`config.mk`:
```
export PLATFORM = sky130hd
export DESIGN_NAME = bb_remap
export DESIGN_NICKNAME = d
export VERILOG_FILES = /design/src/rtl/bb_pkg.sv /design/src/rtl/bb_alias_decode.sv /design/src/rtl/bb_bit_merge.sv /design/src/rtl/bb_remap.sv
export SDC_FILE = /design/constraint.sdc
export NUM_CORES = 1
export LEC_CHECK = 0
export ABC_CLOCK_PERIOD_IN_PS = 2200
export BUFFER_PORTS_ARGS = -buffer_cell sky130_fd_sc_hd__buf_2
export CAP_MARGIN = 0
export CORE_MARGIN = 2
export CORE_UTILIZATION = 44
export DETAILED_ROUTE_END_ITERATION = 12
export PLACE_DENSITY_LB_ADDON = 0.08
export SYNTH_ARGS = -nofsm -noshare
export SYNTH_HDL_FRONTEND = slang
export SYNTH_SLANG_ARGS = --single-unit
```
`constraint.sdc`:
```
create_clock -name clk -period 2.2 [get_ports clk]
set_input_delay 0.22 -clock clk [delete_from_list [all_inputs] [get_ports clk]]
set_output_delay 0.22 -clock clk [all_outputs]
set_load 0.005 [all_outputs]
```
`src/rtl/bb_pkg.sv`:
```
package bb_pkg;

    localparam int BB_AW    = 32;
    localparam int BB_DW    = 32;
    localparam int BB_BIT_W = $clog2(BB_DW);

    localparam logic [1:0] SZ_BYTE = 2'd0;
    localparam logic [1:0] SZ_HALF = 2'd1;
    localparam logic [1:0] SZ_WORD = 2'd2;

    typedef enum logic [1:0] {
        ST_IDLE,
        ST_ISSUE,
        ST_WAIT,
        ST_RESP
    } bb_state_e;

    typedef enum logic [1:0] {
        OP_PASS,
        OP_AREAD,
        OP_RMW_RD,
        OP_RMW_WR
    } bb_op_e;

    typedef struct packed {
        logic                hit;
        logic [BB_AW-1:0]    word_addr;
        logic [BB_BIT_W-1:0] bit_idx;
    } bb_map_t;

    function automatic logic [BB_DW-1:0] bb_put_bit(
        input logic [BB_DW-1:0]    w,
        input logic [BB_BIT_W-1:0] idx,
        input logic                v
    );
        logic [BB_DW-1:0] r;
        r      = w;
        r[idx] = v;
        return r;
    endfunction

endpackage

```
`src/rtl/bb_alias_decode.sv`:
```
module bb_alias_decode
    import bb_pkg::*;
#(
    parameter int                   NREG         = 2,
    parameter logic [NREG*32-1:0]   TGT_BASES    = {32'h2000_0000, 32'h4000_0000},
    parameter logic [NREG*32-1:0]   ALIAS_BASES  = {32'h2200_0000, 32'h4200_0000},
    parameter int                   ALIAS_SPAN_W = 25
) (
    input  logic [BB_AW-1:0] addr,
    output bb_map_t          map
);
    localparam int OFF_W = ALIAS_SPAN_W - 5;

    logic [NREG-1:0]  hit_v;
    logic [BB_AW-1:0] tgt_v [NREG];
    logic [BB_AW-1:0] tgt_byte;
    logic             unused_lo;

    assign unused_lo = ^addr[1:0];

    for (genvar r = 0; r < NREG; r++) begin : g_region
        localparam logic [31:0] TB = TGT_BASES[r*32 +: 32];
        localparam logic [31:0] AB = ALIAS_BASES[r*32 +: 32];
        assign hit_v[r] = (addr[BB_AW-1:ALIAS_SPAN_W] == AB[BB_AW-1:ALIAS_SPAN_W]);
        assign tgt_v[r] = TB + {{(BB_AW-OFF_W){1'b0}}, addr[ALIAS_SPAN_W-1:5]};
    end

    always_comb begin
        tgt_byte = '0;
        map      = '0;
        for (int r = NREG - 1; r >= 0; r--) begin
            if (hit_v[r]) begin
                map.hit  = 1'b1;
                tgt_byte = tgt_v[r];
            end
        end
        map.word_addr = {tgt_byte[BB_AW-1:2], 2'b00};
        map.bit_idx   = {addr[6:5], addr[4:2]};
    end

endmodule

```
`src/rtl/bb_bit_merge.sv`:
```
module bb_bit_merge
    import bb_pkg::*;
(
    input  logic                clk,
    input  logic                rst,
    input  logic [BB_DW-1:0]    old_word,
    input  logic [BB_BIT_W-1:0] bit_idx,
    input  logic                set_val,
    output logic [BB_DW-1:0]    new_word,
    output logic                bit_out
);
    always_comb begin
        new_word = bb_put_bit(old_word, bit_idx, set_val);
        bit_out  = old_word[bit_idx];
    end


    single_bit_delta_chk: assert property (@(posedge clk) disable iff (rst)
        $countones(old_word ^ new_word) <= 1);

endmodule

```
`src/rtl/bb_remap.sv`:
```
module bb_remap
    import bb_pkg::*;
#(
    parameter int                 NREG         = 2,
    parameter logic [NREG*32-1:0] TGT_BASES    = {32'h2000_0000, 32'h4000_0000},
    parameter logic [NREG*32-1:0] ALIAS_BASES  = {32'h2200_0000, 32'h4200_0000},
    parameter int                 ALIAS_SPAN_W = 25
) (
    input  logic        clk,
    input  logic        rst,
    input  logic        up_req_valid,
    output logic        up_req_ready,
    input  logic [31:0] up_addr,
    input  logic [31:0] up_wdata,
    input  logic        up_write,
    input  logic [1:0]  up_size,
    output logic        up_rsp_valid,
    output logic [31:0] up_rdata,
    output logic        up_rsp_err,
    output logic        dn_req_valid,
    input  logic        dn_req_ready,
    output logic [31:0] dn_addr,
    output logic [31:0] dn_wdata,
    output logic        dn_write,
    output logic [1:0]  dn_size,
    output logic        dn_lock,
    input  logic        dn_rsp_valid,
    input  logic [31:0] dn_rdata,
    input  logic        dn_err
);
    bb_state_e           state_q;
    bb_op_e              op_q;
    logic [BB_AW-1:0]    addr_q;
    logic [BB_DW-1:0]    wdata_q;
    logic                write_q;
    logic [1:0]          size_q;
    logic [BB_BIT_W-1:0] bit_q;
    logic                setv_q;
    logic [BB_DW-1:0]    rsp_data_q;
    logic                rsp_err_q;

    bb_map_t             map;
    logic [BB_DW-1:0]    merged;
    logic                sel_bit;
    logic                accept;

    bb_alias_decode #(
        .NREG         (NREG),
        .TGT_BASES    (TGT_BASES),
        .ALIAS_BASES  (ALIAS_BASES),
        .ALIAS_SPAN_W (ALIAS_SPAN_W)
    ) u_decode (
        .addr (up_addr),
        .map  (map)
    );

    bb_bit_merge u_merge (
        .clk      (clk),
        .rst      (rst),
        .old_word (dn_rdata),
        .bit_idx  (bit_q),
        .set_val  (setv_q),
        .new_word (merged),
        .bit_out  (sel_bit)
    );

    assign accept = up_req_valid && (state_q == ST_IDLE);

    always_ff @(posedge clk) begin
        if (rst) begin
            state_q    <= ST_IDLE;
            op_q       <= OP_PASS;
            addr_q     <= '0;
            wdata_q    <= '0;
            write_q    <= 1'b0;
            size_q     <= SZ_WORD;
            bit_q      <= '0;
            setv_q     <= 1'b0;
            rsp_data_q <= '0;
            rsp_err_q  <= 1'b0;
        end else begin
            unique case (state_q)
                ST_IDLE: begin
                    if (accept) begin
                        if (!map.hit) begin
                            op_q    <= OP_PASS;
                            addr_q  <= up_addr;
                            wdata_q <= up_wdata;
                            write_q <= up_write;
                            size_q  <= up_size;
                            state_q <= ST_ISSUE;
                        end else if (up_size != SZ_WORD) begin
                            rsp_data_q <= '0;
                            rsp_err_q  <= 1'b1;
                            state_q    <= ST_RESP;
                        end else begin
                            op_q    <= up_write ? OP_RMW_RD : OP_AREAD;
                            addr_q  <= map.word_addr;
                            bit_q   <= map.bit_idx;
                            setv_q  <= up_wdata[0];
                            wdata_q <= '0;
                            write_q <= 1'b0;
                            size_q  <= SZ_WORD;
                            state_q <= ST_ISSUE;
                        end
                    end
                end
                ST_ISSUE: begin
                    if (dn_req_ready) state_q <= ST_WAIT;
                end
                ST_WAIT: begin
                    if (dn_rsp_valid) begin
                        unique case (op_q)
                            OP_PASS: begin
                                rsp_data_q <= dn_rdata;
                                rsp_err_q  <= dn_err;
                                state_q    <= ST_RESP;
                            end
                            OP_AREAD: begin
                                rsp_data_q <= {{(BB_DW-1){1'b0}}, sel_bit};
                                rsp_err_q  <= dn_err;
                                state_q    <= ST_RESP;
                            end
                            OP_RMW_RD: begin
                                if (dn_err) begin
                                    rsp_data_q <= '0;
                                    rsp_err_q  <= 1'b1;
                                    state_q    <= ST_RESP;
                                end else begin
                                    wdata_q <= merged;
                                    write_q <= 1'b1;
                                    op_q    <= OP_RMW_WR;
                                    state_q <= ST_ISSUE;
                                end
                            end
                            OP_RMW_WR: begin
                                rsp_data_q <= '0;
                                rsp_err_q  <= dn_err;
                                state_q    <= ST_RESP;
                            end
                        endcase
                    end
                end
                ST_RESP: state_q <= ST_IDLE;
            endcase
        end
    end

    assign up_req_ready = (state_q == ST_IDLE);
    assign up_rsp_valid = (state_q == ST_RESP);
    assign up_rdata     = rsp_data_q;
    assign up_rsp_err   = rsp_err_q;
    assign dn_req_valid = (state_q == ST_ISSUE);
    assign dn_addr      = addr_q;
    assign dn_wdata     = wdata_q;
    assign dn_write     = write_q;
    assign dn_size      = size_q;
    assign dn_lock      = ((op_q == OP_RMW_RD) || (op_q == OP_RMW_WR)) &&
                          ((state_q == ST_ISSUE) || (state_q == ST_WAIT));


    rsp_pulse_chk: assert property (@(posedge clk) disable iff (rst)
        up_rsp_valid |=> !up_rsp_valid);


    busy_not_ready_chk: assert property (@(posedge clk) disable iff (rst)
        (up_rsp_valid || dn_req_valid) |-> !up_req_ready);


    lock_release_chk: assert property (@(posedge clk) disable iff (rst)
        $fell(dn_lock) |-> $past(dn_rsp_valid));


    narrow_alias_chk: assert property (@(posedge clk) disable iff (rst)
        (accept && map.hit && up_size != SZ_WORD) |=>
            (up_rsp_valid && up_rsp_err && !dn_req_valid));


    req_hold_chk: assert property (@(posedge clk) disable iff (rst)
        (dn_req_valid && !dn_req_ready) |=>
            (dn_req_valid && $stable(dn_addr) && $stable(dn_wdata) && $stable(dn_write)));

endmodule

```
==> out/qor.tcl <==
set qor(hold_ws_ns) 0.1020
set qor(tritoncts_num_sinks) 110
set qor(finalSetupViolCount) 0
set qor(yosys.cell_types.count) 44
set qor(final_layout_size_suffix_gt1_share_pct) 39.50
set qor(clk_latency_worst_skew_pair_ns) 0.35
set qor(syn-cell-area_mm2) 0.005166
set qor(number_of_antenna_cells_inserted) 0
set qor(yosysWarnings) 0
set qor(cp_data_required_time_ns) 2.50
set qor(seq_area_frac_synth_pct) 42.63
set qor(crit_path_frequent_cell) {sky130_fd_sc_hd__buf_4}
set qor(numPlacedInstances) 889
set qor(areaGrowthSynthToFinish_pct) 32.48
set qor(crit_path_cell_trace) {inv_1 -> ha_1 -> buf_4 -> inv_2 -> or3_1 -> nor3_4 -> buf_4 -> a22o_1}
set qor(maxClockFrequency_ghz) 0.4812
set qor(placed_cell_area_mm2) 0.006429
set qor(clk_path_buf_depth) 2
set qor(finClkSkew_ns) 0.004825
set qor(max_cap_viol_count) 0
set qor(synth_enable_flop_cells) 0
set qor(final_hold_viol_count) 0
set qor(grt_pass1_vias) 4770
set qor(worst_pin_slew_ns) 1.031
set qor(synth_largest_type_area_fraction_pct) 42.63
set qor(drt_iter0_drc) 337
set qor(postSynthNetCount) 678
set qor(finalCritPeriodShare_pct) 94.46
set qor(unrepaired_setup_endpoints_after_global_routing) {false}
set qor(grt.overflow.total) 0
set qor(post_cts_hold_buffer_count) 0
set qor(cts.clk_slew.worst_paths_ns) 0.07
set qor(number_of_input_and_output_port_buffers_inserted) 208
set qor(power_switching_share_pct) 36.12
set qor(ctsHtreeMaxLevel) 3
set qor(boundaryPins) 209
set qor(finish.instance_area_mm2) 0.006844
set qor(maximum_number_of_pins_on_one_net_before_global_route_repair) 78
set qor(core-area_mm2) 0.01142
set qor(dp_hpwl_mm) 11.34
set qor(power_report.internal_total_mw) 4.841
set qor(timing.critical_path.to_type) {flip-flop}
set qor(initial_utilization_pct) 45.24
set qor(outcome) {finished, final reports clean}
set qor(timing_worst_setup_path_type) {flip-flop to flip-flop}
set qor(die_area_mm2) 0.01262
set qor(routed_wire_length_per_instance_um) 18.13
set qor(synth.largest_area_cell) {sky130_fd_sc_hd__dfxtp_1}
set qor(cp.arrival_ns) 2.37
set qor(power_per_cell_area_mw_per_mm2) 1107
set qor(power.net_switching_mw) 2.738
set qor(syn_area_per_cell_um2) 9.079
set qor(comb_power_share_pct) 41.7
set qor(crit_path_max_incr_delay_ns) 0.42
set qor(synth_flop_cell) {sky130_fd_sc_hd__dfxtp_1}
set qor(placementRows) 39
set qor(slew_headroom_pct) 31.28
set qor(mostFrequentLayoutCell) {sky130_fd_sc_hd__buf_2}
set qor(sequentialPowerShare_pct) 35.4
set qor(cp_num_buf_inv) 4
set qor(worstSetupStartpointType) {flip-flop}
set qor(critPathSlowestCell) {sky130_fd_sc_hd__or3_1}
set qor(finalNonFillerCells) 910
set qor(final_max_slew_viol_count) 0
set qor(hold_path_class) {input port to flip-flop}
set qor(timing.final.crit_period_ns) 2.078
set qor(vias) 5123
set qor(cts_tree) {built}
set qor(cts.root.buffer_cell) {sky130_fd_sc_hd__clkbuf_16}
set qor(dr_pass1_iterations) 5
set qor(route.final.wire_length_mm) 16.50
set qor(initial_antenna_violation_count) 1
set qor(ys_ff_latch) 110
set qor(net_total_in_the_final_layout) 873
set qor(critPathTopFamily) {buffers and inverters}
set qor(async_flop_share_pct) 0
set qor(cts_made_buffers) 9
set qor(globalplace.congestion) 0.8289
set qor(layout.cells.most_common_list) {208 x sky130_fd_sc_hd__buf_2, 109 x sky130_fd_sc_hd__dfxtp_1, 86 x sky130_fd_sc_hd__nor2_1}
set qor(p_clk_share_pct) 22.9
set qor(post_synth_inst_count) 569
set qor(die_w_um) 112.4
set qor(netlist_top_cells_area) {sky130_fd_sc_hd__dfxtp_1 43%, sky130_fd_sc_hd__mux2_2 7.4%, sky130_fd_sc_hd__a22oi_1 6.4%}
set qor(grt_first_pass_wirelength_mm) 25.21
set qor(power.static_leakage_nw) 3.042
set qor(ant_nets) 0
set qor(drc_errors) 0
set qor(irDropWorstVdd_mv) 0.5506
set qor(routed_via_density) 5.630
set qor(die_y_um) 112.4
set qor(worst-path-max-fanout) 15
set qor(grtUsageTotal_pct) 25.02
set qor(rrSetupSlack_ns) 0.12
cell type report:
type                       count  area [um^2]
fill                        1081         4574
multi-input combinational    404         2815
sequential                   110         2203
timing repair buffer         234         1316
clock buffer                  10        239.0
tap                          143        178.9
clock inverter                 4        72.57
inverter                       5        18.77
power by group through the flow:
stage          Clock (mW)  Sequential, mW  Combinational [mW]
3_5_place_dp            0            2.72                2.83
5_1_grt              1.86            2.73                3.45
4_1_cts              1.76            2.68                2.91
6_report             1.74            2.68                3.16
3_3_place_gp            0            2.70                2.77
2_1_floorplan           0            2.74                1.64
per-layer routing:
layer	wire length, um	vias up	track usage, %
met4	206	0	7.236
li1	-	2487	-
met5	0	-	0
met2	8074	179	41.24
met3	1148	17	5.832
met1	7072	2440	32.97
state kept, by name, indices dropped and copies added (netlist names), 2 cells and up:
name / flops
dn_addr: 32
op_q: 2
dn_wdata: 32
bit_q: 5
dn_size: 2
up_rdata: 32
state_q: 2
Yosys cell counts, types with 2 or more instances:
| master | n |
|---|---|
| sky130_fd_sc_hd__a211oi_1 | 33 |
| sky130_fd_sc_hd__a21oi_1 | 11 |
| sky130_fd_sc_hd__a22o_1 | 31 |
| sky130_fd_sc_hd__a22oi_1 | 44 |
| sky130_fd_sc_hd__a311oi_1 | 19 |
| sky130_fd_sc_hd__and3b_1 | 3 |
| sky130_fd_sc_hd__buf_1 | 3 |
| sky130_fd_sc_hd__buf_2 | 9 |
| sky130_fd_sc_hd__buf_4 | 3 |
| sky130_fd_sc_hd__clkbuf_1 | 37 |
| sky130_fd_sc_hd__dfxtp_1 | 110 |
| sky130_fd_sc_hd__ha_1 | 4 |
| sky130_fd_sc_hd__inv_1 | 5 |
| sky130_fd_sc_hd__mux2_2 | 34 |
| sky130_fd_sc_hd__mux2i_1 | 9 |
| sky130_fd_sc_hd__mux4_2 | 6 |
| sky130_fd_sc_hd__nand2_1 | 64 |
| sky130_fd_sc_hd__nand2b_1 | 7 |
| sky130_fd_sc_hd__nand3_1 | 9 |
| sky130_fd_sc_hd__nand3b_1 | 3 |
| sky130_fd_sc_hd__nand4_1 | 2 |
| sky130_fd_sc_hd__nor2_1 | 87 |
| sky130_fd_sc_hd__nor2b_1 | 4 |
| sky130_fd_sc_hd__nor3_1 | 7 |
| sky130_fd_sc_hd__nor3_4 | 2 |
| sky130_fd_sc_hd__nor3b_1 | 3 |
| sky130_fd_sc_hd__nor4_1 | 2 |
| sky130_fd_sc_hd__or3_1 | 2 |
cell families after synthesis:
family,after synthesis,share of synthesized area [%]
flip-flops,110,42.63
adder cells (fa/ha/maj),4,0.9688
AND/OR/NAND/NOR,198,17.17
AO/OA/AOI/OAI,150,22.72
multiplexers,49,11.77
buffers and inverters,57,4.577
XOR/XNOR,1,0.1696
stage by stage:
stage | utilization [%] | setup slack, ns | setup TNS, ns | total power, mW
after floorplan | - | 0.1756 | 0 | 4.382
after global placement | 56.30 | 0.05060 | 0 | 5.473
after detailed placement | 56.30 | -0.07710 | -1.901 | 5.556
after CTS | 59.23 | 0.05892 | 0 | 7.355
after global routing | 59.94 | 0.0003564 | 0 | 8.042
final | 59.94 | 0.1219 | 0 | 7.579
path summary, 6_finish.rpt:
| kind | start | endpoint | cells past startpoint |
|---|---|---|---|
| hold reg to reg | up_rdata[0] | up_rdata[0] | 2 |
| setup / recovery | state_q[0] | up_rdata[22] | 8 |
| hold / removal | dn_rdata[3] | up_rdata[3] | 2 |
| setup reg to reg | state_q[0] | up_rdata[22] | 8 |
timing repair:
action | in CTS | in global routing
pin swaps | 1 | 2
endpoints found under the setup margin | 32 | 70
gates resized for setup | 2 | 3
gates cloned | 1 | 2
setup buffers | 0 | 4
Note: power is estimated with default switching activity, not from simulation.
